--- config.mk ---
export PLATFORM = sky130hd
export DESIGN_NAME = sec_rtc_top
export DESIGN_NICKNAME = d
export VERILOG_FILES = /design/src/rtl/sec_rtc_pkg.sv /design/src/rtl/sec_rtc_arm.sv /design/src/rtl/sec_rtc_count.sv /design/src/rtl/sec_rtc_rdmux.sv /design/src/rtl/sec_rtc_top.sv
export SDC_FILE = /design/constraint.sdc
export NUM_CORES = 1
export LEC_CHECK = 0
export BUFFER_PORTS_ARGS = -buffer_cell sky130_fd_sc_hd__buf_2
export CAP_MARGIN = 20
export CORE_ASPECT_RATIO = 0.6
export CORE_UTILIZATION = 50
export CTS_BUF_LIST = sky130_fd_sc_hd__clkbuf_16
export CTS_CLUSTER_SIZE = 25
export DETAILED_ROUTE_END_ITERATION = 6
export PLACE_DENSITY = 0.7
export SETUP_SLACK_MARGIN = 0.02
export SYNTH_ARGS = -nofsm -noshare
export SYNTH_HDL_FRONTEND = slang
export SYNTH_HIERARCHICAL = 1
export SYNTH_SLANG_ARGS = --single-unit
--- constraint.sdc ---
create_clock -name clk -period 4.8 [get_ports clk]
set_input_delay 0.96 -clock clk [delete_from_list [all_inputs] [get_ports clk]]
set_output_delay 0.96 -clock clk [all_outputs]
set_load 0.02 [all_outputs]
--- src/rtl/sec_rtc_pkg.sv ---
package sec_rtc_pkg;
    typedef enum logic [1:0] {
        REG_LO   = 2'd0,
        REG_HI   = 2'd1,
        REG_ARM  = 2'd2,
        REG_NONE = 2'd3
    } reg_sel_e;

    localparam logic [31:0] RTC_RESET_VAL = 32'h5BFC_8900;
endpackage

--- src/rtl/sec_rtc_arm.sv ---
module sec_rtc_arm (
    input  logic clk,
    input  logic rst,
    input  logic set_wr_i,
    input  logic set_val_i,
    input  logic hi_wr_i,
    output logic arm_o
);
    typedef struct packed {
        logic arm;
    } arm_st_t;

    arm_st_t st_d, st_q;

    always_comb begin
        st_d = st_q;
        if (set_wr_i) begin
            st_d.arm = set_val_i;
        end else if (hi_wr_i) begin
            st_d.arm = 1'b0;
        end
    end

    always_ff @(posedge clk) begin
        if (rst) begin
            st_q <= '0;
        end else begin
            st_q <= st_d;
        end
    end

    assign arm_o = st_q.arm;

    assert_arm_store_R3: assert property (@(posedge clk) disable iff (rst)
        set_wr_i |=> (arm_o == $past(set_val_i)));

    assert_disarm_R5: assert property (@(posedge clk) disable iff (rst)
        (hi_wr_i && !set_wr_i) |=> !arm_o);
endmodule

--- src/rtl/sec_rtc_count.sv ---
module sec_rtc_count #(
    parameter int          CNT_W     = 32,
    parameter logic [31:0] RESET_VAL = 32'h5BFC_8900
) (
    input  logic                      clk,
    input  logic                      rst,
    input  logic                      tick_i,
    input  logic                      arm_i,
    input  logic                      ld_lo_i,
    input  logic                      ld_hi_i,
    input  logic [CNT_W/2-1:0]        wdata_i,
    output logic [CNT_W-1:0]          cnt_o
);
    localparam int HALF_W = CNT_W / 2;
    localparam logic [CNT_W-1:0] ONE = CNT_W'(1);

    typedef struct packed {
        logic [CNT_W-1:0] cnt;
    } cnt_st_t;

    cnt_st_t st_d, st_q;
    logic    take_lo, take_hi;

    always_comb begin
        take_lo = ld_lo_i && arm_i;
        take_hi = ld_hi_i && arm_i;
        st_d    = st_q;
        if (take_lo) begin
            st_d.cnt[HALF_W-1:0] = wdata_i;
        end else if (take_hi) begin
            st_d.cnt[CNT_W-1:HALF_W] = wdata_i;
        end else if (tick_i) begin
            st_d.cnt = st_q.cnt + ONE;
        end
    end

    always_ff @(posedge clk) begin
        if (rst) begin
            st_q.cnt <= RESET_VAL[CNT_W-1:0];
        end else begin
            st_q <= st_d;
        end
    end

    assign cnt_o = st_q.cnt;

    assert_lo_ignored_R4: assert property (@(posedge clk) disable iff (rst)
        (ld_lo_i && !ld_hi_i && !arm_i && !tick_i) |=> (cnt_o == $past(cnt_o)));

    assert_hi_load_R5: assert property (@(posedge clk) disable iff (rst)
        (ld_hi_i && arm_i) |=> (cnt_o[CNT_W-1:HALF_W] == $past(wdata_i)));

    assert_tick_inc_R6: assert property (@(posedge clk) disable iff (rst)
        (tick_i && !((ld_lo_i || ld_hi_i) && arm_i)) |=> (cnt_o == $past(cnt_o) + ONE));

    assert_write_wins_R7: assert property (@(posedge clk) disable iff (rst)
        (tick_i && ld_lo_i && arm_i) |=> (cnt_o == {$past(cnt_o[CNT_W-1:HALF_W]), $past(wdata_i)}));
endmodule

--- src/rtl/sec_rtc_rdmux.sv ---
module sec_rtc_rdmux
    import sec_rtc_pkg::*;
#(
    parameter int CNT_W = 32
) (
    input  logic [1:0]          addr_i,
    input  logic [CNT_W-1:0]    cnt_i,
    input  logic                arm_i,
    output logic [CNT_W/2-1:0]  rd_data_o
);
    localparam int HALF_W = CNT_W / 2;

    always_comb begin
        rd_data_o = '0;
        unique case (reg_sel_e'(addr_i))
            REG_LO:   rd_data_o = cnt_i[HALF_W-1:0];
            REG_HI:   rd_data_o = cnt_i[CNT_W-1:HALF_W];
            REG_ARM:  rd_data_o = {{(HALF_W-1){1'b0}}, arm_i};
            REG_NONE: rd_data_o = '0;
            default:  rd_data_o = '0;
        endcase
    end
endmodule

--- src/rtl/sec_rtc_top.sv ---
module sec_rtc_top
    import sec_rtc_pkg::*;
(
    input  logic        clk,
    input  logic        rst,
    input  logic        tick_i,
    input  logic [1:0]  addr_i,
    input  logic        wr_en_i,
    input  logic [15:0] wr_data_i,
    output logic [15:0] rd_data_o
);
    localparam int CNT_W = 32;

    logic             wr_lo, wr_hi, wr_arm;
    logic             arm;
    logic [CNT_W-1:0] cnt;

    always_comb begin
        wr_lo  = wr_en_i && (reg_sel_e'(addr_i) == REG_LO);
        wr_hi  = wr_en_i && (reg_sel_e'(addr_i) == REG_HI);
        wr_arm = wr_en_i && (reg_sel_e'(addr_i) == REG_ARM);
    end

    sec_rtc_arm u_arm (
        .clk       (clk),
        .rst       (rst),
        .set_wr_i  (wr_arm),
        .set_val_i (wr_data_i[0]),
        .hi_wr_i   (wr_hi),
        .arm_o     (arm)
    );

    sec_rtc_count #(
        .CNT_W     (CNT_W),
        .RESET_VAL (RTC_RESET_VAL)
    ) u_cnt (
        .clk     (clk),
        .rst     (rst),
        .tick_i  (tick_i),
        .arm_i   (arm),
        .ld_lo_i (wr_lo),
        .ld_hi_i (wr_hi),
        .wdata_i (wr_data_i),
        .cnt_o   (cnt)
    );

    sec_rtc_rdmux #(
        .CNT_W (CNT_W)
    ) u_rd (
        .addr_i    (addr_i),
        .cnt_i     (cnt),
        .arm_i     (arm),
        .rd_data_o (rd_data_o)
    );
endmodule

== After elaboration in Yosys (flattened, before gate mapping) ==
Cells that the tools add are included.
Widths: inputs -> output; s select.
Storage, ports and cells
  register bits: 33
  input bits: 22
  output and inout bits: 16
  logic and storage cells: 27
Operators by class
  add/sub/neg operators: 1
  equal/unequal tests: 4
  multiplexer cells: 7
  bitwise logic cells: 1
  reductions and logical operators: 11
Operators with widths (count)
  $pmux 16 s4: 1
  $mux 16: 3
  $add 32x1->32 const B: 1
  $mux 32: 1
  $reduce_bool 2->1: 3
  $logic_and 1x1->1: 5
  $eq 2x2->1 const B: 2
  $reduce_and 2->1: 2
  $eq 2x1->1 const B: 1
  $logic_not 2->1: 1
  $mux 1: 2
  $ne 2x1->1 const B: 1
  $not 1->1: 1

== Logic depth before layout (Yosys ltp) ==
Gate-level depths: netlist of run 1.
  depth in word-level cells: 5
  gate-level depth with buffers: 8
  mapped depth without buffers: 6

== Hierarchy ==
The synthesis of run 1 kept the hierarchy.
Modules (own cells, without submodules)
  sec_rtc_count: instances 1, cells an instance 252, area each 1970.6 um2, seq. area each 640.6 um2
  sec_rtc_rdmux: instances 1, cells an instance 37, area each 270.3 um2, seq. area each 0.0 um2
  sec_rtc_arm: instances 1, cells an instance 4, area each 37.5 um2, seq. area each 20.0 um2
  sec_rtc_top: instances 1, cells an instance 3, area each 30.0 um2, seq. area each 0.0 um2

== Worst setup path after synthesis of run 1 ==
OpenSTA, ideal clock, no wires.
  path type: input port to output port
  start point: in addr_i[0]
  end point: out rd_data_o[0]
  arrival time: 1.723 ns
  slack: 2.117 ns
  stages: 3
  path buffers: 2
  path through: buf_6 buf_12 o21ai_0
On the way
  longest elaborated chain between the ends: 2
  elaborated cells on any way between the ends: 5
  those cells by class: eq/ne: 3; mux: 1; reduce/logical: 1
Ends and longest elaborated chain
  from (decl): RTL line sec_rtc_top.sv:7  | input logic [1:0] addr_i,
  $eq 2x2->1 (tied with other cells): RTL line sec_rtc_rdmux.sv:15  | unique case (reg_sel_e'(addr_i))
  $pmux 16 s4 (*): RTL line sec_rtc_rdmux.sv:15
  to (decl): RTL line sec_rtc_top.sv:10  | output logic [15:0] rd_data_o
Mark *: on every way between the ends. The rest lies on a longest branch, timed or not.

== Worst setup path in the final report of run 1 ==
  start point: in addr_i[0]
  end point: reg u_cnt/cnt_o[30] (netlist name)
On the way
  longest elaborated chain between the ends: 5
  elaborated cells on any way between the ends: 10
  those cells by class: eq/ne: 1; mux: 1; bitwise: 1; reduce/logical: 7
Ends and longest elaborated chain
  $eq 2x1->1 (*): RTL line sec_rtc_top.sv:20  | wr_hi = wr_en_i && (reg_sel_e'(addr_i) == REG_HI);
  $logic_and 1x1->1 (*): RTL line sec_rtc_top.sv:20
  via wr_hi: RTL line sec_rtc_top.sv:14  | logic wr_lo, wr_hi, wr_arm;
  $logic_and 1x1->1 (*): RTL line sec_rtc_count.sv:26  | take_hi = ld_hi_i && arm_i;
  $reduce_bool 2->1 (no source line)
  $reduce_and 2->1 (no source line)
Mark *: on every way through the listed nets, which the timed path passes. The rest lies on a longest branch.
A chain may end at the register's enable or synchronous reset.

==> impl_metrics.prom, run 1 <==
# TYPE chip_impl_metric gauge
chip_impl_metric{name="avgViaCountPerCell",unit=""} 6.431
chip_impl_metric{name="clk_path_buf_depth",unit=""} 2
chip_impl_metric{name="die_w",unit="um"} 89.72
chip_impl_metric{name="number_of_antenna_violations_at_the_first_check_in_global_routing",unit=""} 0
chip_impl_metric{name="dpl_worst_slack",unit="ns"} 1.483
chip_impl_metric{name="num_cts_buffers",unit=""} 5
chip_impl_metric{name="h-tree-depth",unit=""} 2
chip_impl_metric{name="power.static_leakage",unit="nW"} 0.9983
chip_impl_metric{name="routedWlPerCell",unit="um"} 18.20
chip_impl_metric{name="slew-limit-headroom",unit="%"} 40.29
chip_impl_metric{name="gp_routability_congestion",unit=""} 0.9051
chip_impl_metric{name="core.rowCount",unit=""} 18
chip_impl_metric{name="timing.critical_path.slowest_cell_delay",unit="ns"} 0.51
chip_impl_metric{name="clkLatencyLatePin",unit="ns"} 0.27
chip_impl_metric{name="worstPathRequired",unit="ns"} 4.99
chip_impl_metric{name="layout-drive-gt1-share",unit="%"} 15.79
chip_impl_metric{name="io_pins",unit=""} 38
chip_impl_metric{name="clkPwrFrac",unit="%"} 43.8
chip_impl_metric{name="grtUsageTotal",unit="%"} 29.23
chip_impl_info{name="path_delay_family",value="simple AND/OR/NAND/NOR gates"} 1
chip_impl_metric{name="finalHoldViolCount",unit=""} 0
chip_impl_info{name="setup.worst_path.end_class",value="flop"} 1
chip_impl_metric{name="grt_first_pass_wirelength",unit="um"} 10920
chip_impl_info{name="rsz0062_at_grt",value="no"} 1
chip_impl_metric{name="final_util",unit="%"} 61.43
chip_impl_metric{name="crit_buf_inv",unit=""} 1
chip_impl_metric{name="p_sw_share",unit="%"} 25.77
chip_impl_metric{name="cp_num_cells",unit=""} 7
chip_impl_info{name="start_kind",value="input pin"} 1
chip_impl_metric{name="cts_hold_buf",unit=""} 0
chip_impl_metric{name="hold_depth",unit=""} 1
chip_impl_info{name="min_from",value="u_cnt/cnt_o[31]$_SDFFE_PP0P_"} 1
chip_impl_metric{name="hpwl",unit="um"} 4789
chip_impl_info{name="critPathKind",value="in2reg"} 1
chip_impl_info{name="hold_end",value="u_cnt/cnt_o[31]$_SDFFE_PP0P_"} 1
chip_impl_info{name="r2r_start",value="u_cnt/cnt_o[0]$_SDFFE_PP0P_"} 1
chip_impl_metric{name="worst_setup_hold_path_clk_slew",unit="ns"} 0.05
chip_impl_info{name="critical_path_cell_sequence",value="buf_2 > and3b_1 > and2_1 > o21a_1 > and4_1 > a2111oi_0 > a211oi_1"} 1
chip_impl_metric{name="final.period_utilization",unit="%"} 65.00
chip_impl_metric{name="synth_warnings",unit=""} 6
chip_impl_metric{name="grt_start_max_net_pins",unit=""} 34
chip_impl_metric{name="initial_core_util",unit="%"} 54.23
chip_impl_metric{name="post-cts-setup-buffers",unit=""} 0
chip_impl_metric{name="count_of_flip_flops_with_a_built_in_enable_after_synthesis",unit=""} 0
chip_impl_metric{name="seqPwrFrac",unit="%"} 43.6
chip_impl_metric{name="numClockSinks",unit=""} 33
chip_impl_metric{name="path_max_fanout",unit=""} 20
chip_impl_metric{name="totalNegativeSetupSlack",unit="ns"} 0
chip_impl_metric{name="synthesis.area_per_instance",unit="um^2"} 7.799
chip_impl_metric{name="final_max_slew_viol_count",unit=""} 0
chip_impl_metric{name="timing.final.crit_period",unit="ns"} 3.120
chip_impl_metric{name="critPathArrivalTime",unit="ns"} 3.31
chip_impl_metric{name="final_nets",unit=""} 346
chip_impl_metric{name="synth_nets",unit=""} 319
chip_impl_metric{name="grt_pass1_vias",unit=""} 2139
chip_impl_metric{name="synth.yosys.seq_area_share",unit="%"} 28.62
chip_impl_metric{name="placement.io_buffers",unit=""} 37
chip_impl_metric{name="power.total",unit="W"} 0.0006710
chip_impl_info{name="hold_path_class",value="reg2reg"} 1
chip_impl_metric{name="length_in_cells_of_the_worst_reg_to_reg_path",unit=""} 6
chip_impl_metric{name="cts.repair.resized",unit=""} 0
chip_impl_info{name="cts_tree",value="yes"} 1
chip_impl_info{name="synth_ff_type",value="sky130_fd_sc_hd__dfxtp_1"} 1
chip_impl_metric{name="drt_first_pass_iters",unit=""} 5
chip_impl_metric{name="detailedRoute.firstIterationViolations",unit=""} 244
chip_impl_metric{name="n_antenna_cell",unit=""} 0
chip_impl_metric{name="max-cap-violations",unit=""} 0
chip_impl_info{name="critical_path.reg2reg.endpoint",value="u_cnt/cnt_o[28]$_SDFFE_PP1P_"} 1
chip_impl_metric{name="drc_errors",unit=""} 0
chip_impl_info{name="clock_tree.root_cell",value="sky130_fd_sc_hd__clkbuf_16"} 1
chip_impl_metric{name="p_switching",unit="W"} 0.0001729
chip_impl_metric{name="synth_to_final_area_change",unit="%"} 13.28
chip_impl_metric{name="yosys_register_bits",unit=""} 33
chip_impl_metric{name="worst_slew_pin_slew",unit="ns"} 0.8883
chip_impl_metric{name="r2r_setup_slack",unit="ns"} 2.53
chip_impl_metric{name="number_of_vias_in_the_routed_layout",unit=""} 2463
chip_impl_metric{name="internal_power",unit="W"} 0.0004981
chip_impl_info{name="outcome",value="complete, no violations"} 1
chip_impl_metric{name="number_of_instances_in_the_synthesized_netlist",unit=""} 296
chip_impl_metric{name="synthesis.area",unit="um^2"} 2308
chip_impl_metric{name="floorplan.core_area",unit="um^2"} 4257
chip_impl_metric{name="fin_ws",unit="ns"} 1.680
chip_impl_metric{name="setup_viol",unit=""} 0
chip_impl_metric{name="detail-route-antenna-nets",unit=""} 0
chip_impl_metric{name="cellPowerDensity",unit="nW/um^2"} 256.6
chip_impl_metric{name="synth.lib_cells_used.distinct",unit=""} 59
chip_impl_metric{name="ffs_w_async_s_r_synth",unit="%"} 0
chip_impl_metric{name="max_freq",unit="GHz"} 0.3205
chip_impl_metric{name="num-fill-cells",unit=""} 422
chip_impl_metric{name="power.ir.vdd_worst",unit="V"} 0.0001217
chip_impl_metric{name="total_congestion_overflow",unit=""} 0
chip_impl_metric{name="die_y",unit="um"} 54.63
chip_impl_metric{name="design.die.area",unit="um^2"} 4901
chip_impl_metric{name="timing.clock.skew",unit="ns"} 0.003907
chip_impl_info{name="critPathSlowestCell",value="sky130_fd_sc_hd__o21a_1"} 1
chip_impl_metric{name="pwr-share-comb",unit="%"} 12.6
chip_impl_metric{name="route.final.wire_length",unit="um"} 6971
-- layout make-up --
| class | instances | area (um^2) | share of cell area [%] |
|---|---|---|---|
| multi-input cells | 241 | 1535 | 58.71 |
| flip-flops and latches | 33 | 660.6 | 25.26 |
| repair buffers | 39 | 200.2 | 7.655 |
| clock buffers | 5 | 125.1 | 4.785 |
| well taps | 60 | 75.07 | 2.871 |
| inverters | 3 | 11.26 | 0.4306 |
| clock inverters | 2 | 7.507 | 0.2871 |
-- per-stage QoR --
stage	instances	area [um^2]	hold slack, ns
2_1_floorplan	296	2308	0.4650
3_3_place_gp	376	2482	0.5132
3_5_place_dp	376	2482	0.5152
4_1_cts	383	2615	0.5199
5_1_grt	383	2615	0.5403
6_report	383	2615	0.5259
-- power groups by stage --
stage	logic, W	registers, W	clock network [W]
2_1_floorplan	0.0000569	0.000294	0
3_3_place_gp	0.0000820	0.000297	0
3_5_place_dp	0.0000829	0.000298	0
4_1_cts	0.0000835	0.000292	0.000299
5_1_grt	0.0000904	0.000294	0.000311
6_report	0.0000848	0.000292	0.000294
-- worst max path at each step --
stage | startpoint | endpoint | slack [ns]
after floorplan | addr_i[0] | rd_data_o[0] | 2.12
after global placement | addr_i[0] | u_cnt/cnt_o[30]$_SDFFE_PP1P_ | 1.59
after detailed placement | addr_i[0] | u_cnt/cnt_o[30]$_SDFFE_PP1P_ | 1.48
after CTS | addr_i[0] | u_cnt/cnt_o[30]$_SDFFE_PP1P_ | 1.75
after global routing | addr_i[0] | u_cnt/cnt_o[30]$_SDFFE_PP1P_ | 1.59
final | addr_i[0] | u_cnt/cnt_o[30]$_SDFFE_PP1P_ | 1.68
-- registers in the layout (all words and copies together), names as in the netlist --
| signal | count |
|---|---|
| u_cnt/cnt_o | 32 |
| u_arm/arm_o | 1 |
-- worst register-to-register path: cells and delay by family (launching register included) --
family / cells / cell delay (ns)
compound gates: 1 / 0.10
flops: 1 / 0.41
fa+ha+maj: 1 / 0.24
simple gates: 3 / 1.14
mux: 1 / 0.25
-- cell usage in the layout, fill, tap and decap left out, types with 2 or more instances in the layout --
master,synthesis,final
sky130_fd_sc_hd__nor2_1,42,42
sky130_fd_sc_hd__buf_2,5,37
sky130_fd_sc_hd__dfxtp_1,33,33
sky130_fd_sc_hd__nand2_1,25,25
sky130_fd_sc_hd__mux2i_1,18,18
sky130_fd_sc_hd__nand3_1,14,14
sky130_fd_sc_hd__a211oi_1,14,14
sky130_fd_sc_hd__a21oi_1,12,12
sky130_fd_sc_hd__nand4_1,10,10
sky130_fd_sc_hd__o21ai_0,9,9
sky130_fd_sc_hd__nor3_1,8,8
sky130_fd_sc_hd__xor2_1,8,8
sky130_fd_sc_hd__and3_1,7,7
sky130_fd_sc_hd__xnor2_1,6,6
sky130_fd_sc_hd__clkbuf_16,0,5
sky130_fd_sc_hd__nor4_1,5,5
sky130_fd_sc_hd__a311oi_1,5,5
sky130_fd_sc_hd__or3_1,4,4
sky130_fd_sc_hd__a31oi_1,4,4
sky130_fd_sc_hd__and3b_1,3,3
sky130_fd_sc_hd__inv_1,2,3
sky130_fd_sc_hd__and2_1,3,3
sky130_fd_sc_hd__a21o_1,3,3
sky130_fd_sc_hd__and4_1,3,3
sky130_fd_sc_hd__clkinv_1,1,2
sky130_fd_sc_hd__o21a_1,2,2
sky130_fd_sc_hd__nor4_2,2,2
sky130_fd_sc_hd__a22oi_1,2,2
sky130_fd_sc_hd__o41ai_1,2,2
sky130_fd_sc_hd__o211ai_1,2,2
sky130_fd_sc_hd__o221ai_1,2,2
sky130_fd_sc_hd__nand3b_1,2,2
sky130_fd_sc_hd__buf_4,0,2
-- cell families (layout without fill, tap and decap cells) --
logic type	Yosys count	after routing	synth area share, %
simple gates	137	137	31.17
compound gates	70	70	21.19
flops	33	33	28.62
buf+inv	22	49	4.878
mux	19	19	8.293
xor+xnor	14	14	5.312
fa+ha+maj	1	1	0.5419
-- cell usage after synthesis, drive strengths merged, types with 2 or more instances --
master	instances	area share, %
a211oi	14	4.6
a21o	3	0.98
a21oi	12	2.6
a22oi	2	0.65
a311oi	5	1.9
a31oi	4	1.1
and2	3	0.81
and3	7	1.9
and3b	3	1.1
and4	3	1.1
buf	8	2.6
clkbuf	11	1.8
dfxtp	33	29
inv	2	0.33
mux2i	18	7.8
nand2	25	4.1
nand3	14	3.0
nand3b	2	0.65
nand4	11	3.3
nor2	42	6.8
nor3	9	2.2
nor4	7	2.4
o211ai	2	0.65
o21a	2	0.65
o21ai	10	2.2
o221ai	2	0.76
o41ai	2	0.76
or3	4	1.1
or4	2	0.81
xnor2	6	2.3
xor2	8	3.0
-- metal layers --
layer / global-route usage, % / up-vias / routed length [um]
met5: 0 / - / 0
met4: 7.923 / 0 / 78
met3: 6.389 / 12 / 653
met2: 45.64 / 132 / 2859
met1: 41.12 / 1155 / 3379
li1: - / 1164 / -
Power figures use the tool's default switching activity.
==> run 2: changes to the inputs <==
--- a/config.mk
+++ b/config.mk
@@ -12,7 +12,7 @@
 export CTS_BUF_LIST = sky130_fd_sc_hd__clkbuf_16
 export CTS_CLUSTER_SIZE = 25
 export DETAILED_ROUTE_END_ITERATION = 6
-export PLACE_DENSITY = 0.7
+export PLACE_DENSITY = 0.73
 export SETUP_SLACK_MARGIN = 0.02
 export SYNTH_ARGS = -nofsm -noshare
 export SYNTH_HDL_FRONTEND = slang
==> constraint.sdc (replaced) <==
create_clock -name clk -period 2.6 [get_ports clk]
set_input_delay 0.52 -clock clk [delete_from_list [all_inputs] [get_ports clk]]
set_output_delay 0.52 -clock clk [all_outputs]
set_load 0.02 [all_outputs]
==> run 2 against run 1 <==
- register-to-register slack lost 2.0 ns
- worst setup slack lost 1.2 ns
- non-clock buffer count grew 13
- clock skew up 0.0012 ns
- core utilization is 2.4 points higher
- critical path depth decreased by 1
- clock power up 94%
- sequential power up 85%
- global-route usage grew 1.3 points
- combinational power up 96%
- highest routed layer unchanged
- via count rose by 2.7%
- sequential share of layout area shrank 0.96 points
==> impl_metrics.prom, run 2 (synthesis gave the netlist of run 1 again) <==
# TYPE chip_impl_metric gauge
chip_impl_metric{name="pwr-share-comb",unit="%"} 13.0
chip_impl_metric{name="seq_area",unit="um^2"} 660.6
chip_impl_metric{name="drc_errors",unit=""} 0
chip_impl_metric{name="clkPwrFrac",unit="%"} 44.7
chip_impl_metric{name="internal_power",unit="W"} 0.0009323
chip_impl_metric{name="slew-limit-headroom",unit="%"} 45.54
chip_impl_info{name="clock_tree.root_cell",value="sky130_fd_sc_hd__clkbuf_16"} 1
chip_impl_metric{name="timing.final.crit_period",unit="ns"} 2.100
chip_impl_info{name="critPathKind",value="in2reg"} 1
chip_impl_metric{name="design.die.area",unit="um^2"} 4901
chip_impl_metric{name="num-fill-cells",unit=""} 403
chip_impl_metric{name="io_pins",unit=""} 38
chip_impl_info{name="hold_path_class",value="in2reg"} 1
chip_impl_info{name="critPathSlowestCell",value="sky130_fd_sc_hd__or4_4"} 1
chip_impl_metric{name="finalHoldViolCount",unit=""} 0
chip_impl_metric{name="setup_viol",unit=""} 0
chip_impl_info{name="rsz0062_at_grt",value="no"} 1
chip_impl_metric{name="cellPowerDensity",unit="nW/um^2"} 469.1
chip_impl_metric{name="numClockSinks",unit=""} 33
chip_impl_metric{name="critPathArrivalTime",unit="ns"} 2.28
chip_impl_info{name="top_library_cells_by_usage_in_the_layout_fill_and_taps_aside",value="42 x sky130_fd_sc_hd__nor2_1, 37 x sky130_fd_sc_hd__buf_2, 33 x sky130_fd_sc_hd__dfxtp_1"} 1
chip_impl_metric{name="grt_first_pass_wirelength",unit="um"} 11340
chip_impl_metric{name="power.total",unit="W"} 0.001275
chip_impl_metric{name="seqPwrFrac",unit="%"} 42.3
chip_impl_metric{name="final_nets",unit=""} 359
chip_impl_info{name="final_common_cell",value="sky130_fd_sc_hd__nor2_1"} 1
chip_impl_metric{name="power.ir.vdd_worst",unit="V"} 0.0002487
chip_impl_metric{name="crit_buf_inv",unit=""} 1
chip_impl_metric{name="num_cts_buffers",unit=""} 5
chip_impl_metric{name="total_congestion_overflow",unit=""} 0
chip_impl_metric{name="die_y",unit="um"} 54.63
chip_impl_info{name="outcome",value="complete, no violations"} 1
chip_impl_metric{name="layout-drive-gt1-share",unit="%"} 19.58
chip_impl_metric{name="max_freq",unit="GHz"} 0.4761
chip_impl_metric{name="clkLatencyLatePin",unit="ns"} 0.28
chip_impl_metric{name="post-cts-setup-buffers",unit=""} 0
chip_impl_metric{name="p_switching",unit="W"} 0.0003431
chip_impl_metric{name="number_of_vias_in_the_routed_layout",unit=""} 2529
chip_impl_metric{name="h-tree-depth",unit=""} 2
chip_impl_metric{name="placement.io_buffers",unit=""} 37
chip_impl_metric{name="detail-route-antenna-nets",unit=""} 0
chip_impl_metric{name="synth_to_final_area_change",unit="%"} 17.78
chip_impl_metric{name="power.static_leakage",unit="nW"} 1.068
chip_impl_metric{name="grt_start_max_net_pins",unit=""} 19
chip_impl_info{name="path_delay_family",value="simple AND/OR/NAND/NOR gates"} 1
chip_impl_metric{name="worst_setup_hold_path_clk_slew",unit="ns"} 0.05
chip_impl_metric{name="floorplan.core_area",unit="um^2"} 4257
chip_impl_metric{name="grt_pass1_vias",unit=""} 2271
chip_impl_metric{name="die_w",unit="um"} 89.72
chip_impl_metric{name="max-cap-violations",unit=""} 0
chip_impl_metric{name="path_max_fanout",unit=""} 7
chip_impl_metric{name="timing.clock.skew",unit="ns"} 0.005075
chip_impl_metric{name="worst_slew_pin_slew",unit="ns"} 0.8114
chip_impl_info{name="cts_tree",value="yes"} 1
chip_impl_metric{name="detailedRoute.firstIterationViolations",unit=""} 259
chip_impl_metric{name="timing.critical_path.slowest_cell_delay",unit="ns"} 0.46
chip_impl_metric{name="core.rowCount",unit=""} 18
chip_impl_metric{name="largest_register_ff_count",unit=""} 32
chip_impl_metric{name="final_max_slew_viol_count",unit=""} 0
chip_impl_info{name="setup.worst_path.end_class",value="flop"} 1
chip_impl_metric{name="grtUsageTotal",unit="%"} 30.57
chip_impl_metric{name="number_of_antenna_violations_at_the_first_check_in_global_routing",unit=""} 0
chip_impl_metric{name="multi_input_comb_area",unit="um^2"} 1535
chip_impl_info{name="start_kind",value="input pin"} 1
chip_impl_metric{name="totalNegativeSetupSlack",unit="ns"} 0
chip_impl_metric{name="placed_area",unit="um^2"} 2580
chip_impl_metric{name="hpwl",unit="um"} 5123
chip_impl_metric{name="clk_path_buf_depth",unit=""} 2
chip_impl_metric{name="final.period_utilization",unit="%"} 80.79
chip_impl_metric{name="drt_first_pass_iters",unit=""} 7
chip_impl_metric{name="worstPathRequired",unit="ns"} 2.78
chip_impl_metric{name="cts.repair.resized",unit=""} 0
chip_impl_metric{name="n_antenna_cell",unit=""} 0
chip_impl_info{name="critical_path_cell_sequence",value="buf_2 > and3b_1 > a21bo_2 > or4_4 > or3_1 > a311oi_1"} 1
chip_impl_metric{name="routedWlPerCell",unit="um"} 18.27
chip_impl_metric{name="route.final.wire_length",unit="um"} 7254
chip_impl_metric{name="layout.cell_area.non_filler",unit="um^2"} 2719
chip_impl_metric{name="avgViaCountPerCell",unit=""} 6.370
chip_impl_metric{name="p_sw_share",unit="%"} 26.90
chip_impl_metric{name="cts_hold_buf",unit=""} 0
chip_impl_metric{name="initial_core_util",unit="%"} 54.23
chip_impl_metric{name="gp_routability_congestion",unit=""} 0.9243
-- run 2: final cells by class --
type,count,area share (%)
multi-input cells,241,56.47
flip-flops and latches,33,24.30
clock inverters,3,0.5062
repair buffers,52,10.95
inverters,3,0.4142
clock buffers,5,4.602
well taps,60,2.761
-- run 2: metal layers --
layer  track usage [%]  wire (um)  share of wire (%)
met5                 0          0                  0
met2             48.33       3023                 42
met4             11.20        101                1.4
met1             42.09       3327                 46
met3             6.111        802                 11
-- run 2: power groups by stage --
stage	clock network [W]	registers, W	logic, W
after CTS	0.000577	0.000538	0.000163
final	0.000570	0.000539	0.000166
after global routing	0.000590	0.000541	0.000179
after floorplan	0	0.000543	0.000105
after global placement	0	0.000549	0.000160
after detailed placement	0	0.000549	0.000161
-- run 2: worst reg2reg max path, stage by stage (launching register included) --
cell and delay [ns]:
sky130_fd_sc_hd__dfxtp_1 0.45, sky130_fd_sc_hd__nand4_2 0.22, sky130_fd_sc_hd__nor4_1 0.46, sky130_fd_sc_hd__buf_4 0.25, sky130_fd_sc_hd__nand2_1 0.14, sky130_fd_sc_hd__nor4b_1 0.35
sky130_fd_sc_hd__a311o_1 0.16
-- run 2: through the flow --
stage               setup WS, ns  hold WS (ns)  instances  utilization (%)
floorplan                 0.5526        0.4650        296                -
global placement          0.3311        0.5188        389            60.61
detailed placement        0.2640        0.5282        389            60.61
CTS                       0.5203        0.5084        397            63.87
global route              0.4280        0.5300        397            63.87
finish                    0.4995        0.5052        397            63.87
-- run 2: final timing paths --
kind | start | endpoint | slack (ns) | depth (start not counted)
worst min register to register | u_cnt/cnt_o[31]$_SDFFE_PP0P_ | u_cnt/cnt_o[31]$_SDFFE_PP0P_ | 0.54 | 1
worst min-delay path | wr_data_i[15] | u_cnt/cnt_o[15]$_SDFFE_PP1P_ | 0.51 | 3
worst max-delay path | addr_i[0] | u_cnt/cnt_o[10]$_SDFFE_PP0P_ | 0.50 | 6
worst max register to register | u_cnt/cnt_o[3]$_SDFFE_PP0P_ | u_cnt/cnt_o[29]$_SDFFE_PP0P_ | 0.51 | 6
